File: config.mk
export PLATFORM = sky130hd
export DESIGN_NAME = retry_ctrl
export DESIGN_NICKNAME = d
export VERILOG_FILES = /design/src/rtl/retry_ctrl_pkg.sv /design/src/rtl/retry_trigger_eval.sv /design/src/rtl/retry_attempt_ctr.sv /design/src/rtl/retry_bus_track.sv /design/src/rtl/retry_ctrl.sv
export SDC_FILE = /design/constraint.sdc
export NUM_CORES = 1
export LEC_CHECK = 0
export ABC_AREA = 1
export BUFFER_PORTS_ARGS = -buffer_cell sky130_fd_sc_hd__buf_2
export CAP_MARGIN = 5
export CORE_MARGIN = 8
export CORE_UTILIZATION = 30
export DETAILED_ROUTE_END_ITERATION = 8
export PLACE_DENSITY = 0.62
export SLEW_MARGIN = 20
export SYNTH_ARGS = -nofsm -noshare
export SYNTH_HDL_FRONTEND = slang
export SYNTH_SLANG_ARGS = --single-unit
File: constraint.sdc
create_clock -name clk -period 1.5 [get_ports clk]
set_clock_uncertainty 0.1 [all_clocks]
set_input_delay 0.3 -clock clk [delete_from_list [all_inputs] [get_ports clk]]
set_output_delay 0.3 -clock clk [all_outputs]
set_load 0.01 [all_outputs]
File: src/rtl/retry_ctrl_pkg.sv
package retry_ctrl_pkg;

    localparam int TRIG_N = 4;

    localparam int TRIG_BUSY    = 0;
    localparam int TRIG_RT_ERR  = 1;
    localparam int TRIG_TIMEOUT = 2;
    localparam int TRIG_CTL_ERR = 3;

    typedef logic [TRIG_N-1:0] trig_vec_t;

    typedef enum logic {
        PH_IDLE = 1'b0,
        PH_OPEN = 1'b1
    } phase_e;

    typedef struct packed {
        logic accept;
        logic hit;
        logic retry;
        logic finish;
    } decision_t;

    function automatic logic pick_bus(input logic prev, input logic alt);
        return alt ? ~prev : prev;
    endfunction

endpackage

File: src/rtl/retry_trigger_eval.sv
module retry_trigger_eval
    import retry_ctrl_pkg::*;
(
    input  trig_vec_t flags,
    input  trig_vec_t mask,
    output logic      any_hit
);
    trig_vec_t per_bit;

    genvar g;
    generate
        for (g = 0; g < TRIG_N; g++) begin : g_bit
            assign per_bit[g] = flags[g] & mask[g];
        end
    endgenerate

    assign any_hit = |per_bit;
endmodule

File: src/rtl/retry_attempt_ctr.sv
module retry_attempt_ctr #(
    parameter int CNT_W = 2
) (
    input  logic             clk,
    input  logic             rst,
    input  logic             clear,
    input  logic             step,
    input  logic [CNT_W-1:0] limit_field,
    output logic             budget_left
);
    localparam int AW = CNT_W + 1;

    logic [AW-1:0] used_q;

    always_ff @(posedge clk) begin
        if (rst || clear) begin
            used_q <= '0;
        end else if (step) begin
            used_q <= used_q + AW'(1);
        end
    end

    // retries used so far must stay below limit_field + 1
    assign budget_left = (used_q <= {1'b0, limit_field});
endmodule

File: src/rtl/retry_bus_track.sv
module retry_bus_track
    import retry_ctrl_pkg::*;
(
    input  logic clk,
    input  logic rst,
    input  logic load,
    input  logic load_bus,
    input  logic step,
    input  logic alt,
    output logic bus
);
    always_ff @(posedge clk) begin
        if (rst) begin
            bus <= 1'b0;
        end else if (load) begin
            bus <= load_bus;
        end else if (step) begin
            bus <= pick_bus(bus, alt);
        end
    end
endmodule

File: src/rtl/retry_ctrl.sv
module retry_ctrl
    import retry_ctrl_pkg::*;
#(
    parameter int CNT_W = 2
) (
    input  logic             clk,
    input  logic             rst,
    input  logic             blk_start,
    input  logic             blk_retry_en,
    input  logic             blk_bus,
    input  logic [3:0]       cfg_trig_mask,
    input  logic             cfg_alt_bus,
    input  logic [CNT_W-1:0] cfg_retry_max,
    input  logic             out_valid,
    input  logic [3:0]       out_flags,
    output logic             retry_req,
    output logic             retry_bus,
    output logic             done,
    output logic             failed
);
    phase_e    phase_q;
    logic      en_q;
    logic      trig_any;
    logic      budget_left;
    decision_t dec;

    retry_trigger_eval i_eval (
        .flags   (out_flags),
        .mask    (cfg_trig_mask),
        .any_hit (trig_any)
    );

    retry_attempt_ctr #(.CNT_W(CNT_W)) i_ctr (
        .clk         (clk),
        .rst         (rst),
        .clear       (blk_start),
        .step        (dec.retry),
        .limit_field (cfg_retry_max),
        .budget_left (budget_left)
    );

    retry_bus_track i_bus (
        .clk      (clk),
        .rst      (rst),
        .load     (blk_start),
        .load_bus (blk_bus),
        .step     (dec.retry),
        .alt      (cfg_alt_bus),
        .bus      (retry_bus)
    );

    always_comb begin
        dec.accept = (phase_q == PH_OPEN) && out_valid && !blk_start;
        dec.hit    = trig_any && en_q;
        dec.retry  = dec.accept && dec.hit && budget_left;
        dec.finish = dec.accept && !dec.retry;
    end

    always_ff @(posedge clk) begin
        if (rst) begin
            phase_q   <= PH_IDLE;
            en_q      <= 1'b0;
            retry_req <= 1'b0;
            done      <= 1'b0;
            failed    <= 1'b0;
        end else begin
            retry_req <= dec.retry;
            done      <= dec.finish;
            failed    <= dec.finish && trig_any;
            if (blk_start) begin
                phase_q <= PH_OPEN;
                en_q    <= blk_retry_en;
            end else if (dec.finish) begin
                phase_q <= PH_IDLE;
            end
        end
    end
endmodule

==> reports/metrics.csv <==
metric,value,unit
initialDrtViolationCount,9,
cts-buffers-inserted,3,
syn_area,522,um2
max_cap_viol_count,0,
synthSimpleGateAreaFrac,41.2,%
start_util,30.9,%
dieWidth,57.7,um
seq_area,181,um2
whs,0.163,ns
drv_slew,0,
grt_usage,7.74,%
cp-start-kind,register,
cts_sinks,9,
vias,499,
tightest_slew,0.189,ns
rsz0062_at_grt,false,
tns,0,ns
antenna_found_initial,0,
viasPerCell,4.34,
slew_headroom,87.4,%
drive_above_1_share,36.7,%
setup_viol,0,
hold_path_class,in -> reg,
hold_violations,0,
ios,21,
synthAdderAreaFrac,7.19,%
post_cts_buffers,0,
syn_to_final_growth,28.5,%
clk_pin_slew_worst_paths,0.06,ns
cts_tree,done,
cts_hold_buffers,0,
wirelength,1.08,mm
dr.pass1.iters,4,
cts_root_buffer,clkbuf_4,
dieArea,0.00333,mm2
nets,119,
fmax,734,MHz
yosys-top-cells-area,"dfxtp_1, nand2_1, inv_1, nor2_1, ha_1",
vdd_ir_drop_max,0.000284,V
synthFlopType,dfxtp_1,
antenna_left,0,
h-tree-depth,1,
synth_edf_count,0,
crit_fanout,4,
synthMuxAreaShare,0,%
yosys.cell_types.count,16,
die_y,57.7,um
yosys.area.top_type_share,34.5,%
core,0.00169,mm2
p_leak,0.000371,uW
powerDensity,772,mW/mm2
grt_pass1_wl,2.02,mm
cp.arrival,1.46,ns
drt-wirelength-per-cell,9.37,um
overflow,0,
multi_input_area,285,um2
critPathKind,reg -> reg,
clock_latency,0.26,ns
synth_top_family_by_area,simple AND/OR/NAND/NOR gates,
grt_pass1_vias,479,
hpwl,947,um
ys_seq_area_share,34.5,%
ys_ff_latch,9,
yosys_warnings,0,
syn-num-nets,94,
cts_resized,0,
port_buffers,20,
yosys.area.top_type,dfxtp_1,
status,completed,
ys_top_cells_by_count,"nand2_1, inv_1, nor2_1",
synthCells,74,
required,1.60,ns
reg2reg_slack,0.14,ns
grt_max_degree,7,
yosysMostFrequentCell,nand2_1,
post-route-min-period,1.36,ns
crit_path_end_kind,register,
clock_path_buffers,2,
period_share,90.9,%
n_antenna_cell,0,
rows,15,
fill_cells,182,
drcViolationCount,0,
synth.avg_cell_area,7.05,um2
synth-compound-area-share,6.24,%
synth_xor_area_share,0,%
gp_congestion,0.759,
synthArstFlopShare,0,%
-- cell families after synthesis --
| logic type | after synthesis |
|---|---|
| flops | 9 |
| compound gates | 5 |
| fa+ha+maj | 3 |
| simple gates | 42 |
| buf+inv | 15 |
-- cell usage in the layout, fill, tap and decap left out, types with 2 or more instances in the layout --
master,synthesis,layout
nand3_1,3,3
nand2_2,2,2
buf_2,0,20
a21oi_1,2,2
a21oi_2,2,2
inv_1,13,13
nor2_1,11,11
inv_2,2,2
clkbuf_4,0,3
nand2_1,19,19
dfxtp_1,9,8
ha_1,3,3
nand2_4,3,3
-- path summary, 6_finish.rpt --
check                                     start  depth (start not counted)         endpoint
worst min register to register  i_ctr.used_q[0]                          1  i_ctr.used_q[0]
worst max register to register  i_ctr.used_q[0]                          8  i_ctr.used_q[2]
worst max-delay path            i_ctr.used_q[0]                          8  i_ctr.used_q[2]
worst min-delay path                        rst                          2          phase_q
-- cell type report --
class	count	share of cell area, %
sequential	9	27.1
timing repair buffer	20	14.9
inverter	15	8.40
multi-input combinational	50	42.5
tap	17	3.17
clock buffer	4	3.92
-- stage by stage --
step | std cells | total power [uW] | worst slack [ns] | instance area (um2) | utilization [%]
final | 115 | 518 | 0.137 | 671 | 39.7
after floorplan | 74 | 301 | 0.200 | 522 | -
after detailed placement | 111 | 334 | 0.0376 | 643 | 38.1
after global routing | 115 | 568 | 0.00722 | 671 | 39.7
after CTS | 115 | 527 | 0.0804 | 669 | 39.6
after global placement | 111 | 333 | 0.0679 | 643 | 38.1
-- layer usage --
metal  track usage [%]  share of wire (%)  up-vias
met1              8.33                 43      215
met2              12.2                 49       10
met5                 0                  0        -
met4              3.15                  0        0
li1                  -                  -      274
met3              4.42                7.5        0
-- power breakdown --
part           switching, uW  internal [uW]  total, uW
Combinational           43.3           34.7       78.0
Clock                   88.0            103        191
Sequential              3.68            245        249
-- state kept, by name, indices dropped and copies added (netlist names) --
signal / flops
en_q: 1
i_ctr.used_q: 3
failed: 1
retry_req: 1
i_bus.bus: 1
phase_q: 1
done: 1
-- worst max-delay path: stages (launching register included) --
cell     delay (ns)
dfxtp_2        0.35
inv_1          0.06
ha_1           0.26
nand2_1        0.08
nand2_4        0.10
nand3_4        0.10
inv_2          0.10
nand2_2        0.05
a21oi_2        0.10
No activity file was read; power rests on OpenSTA's default activity.
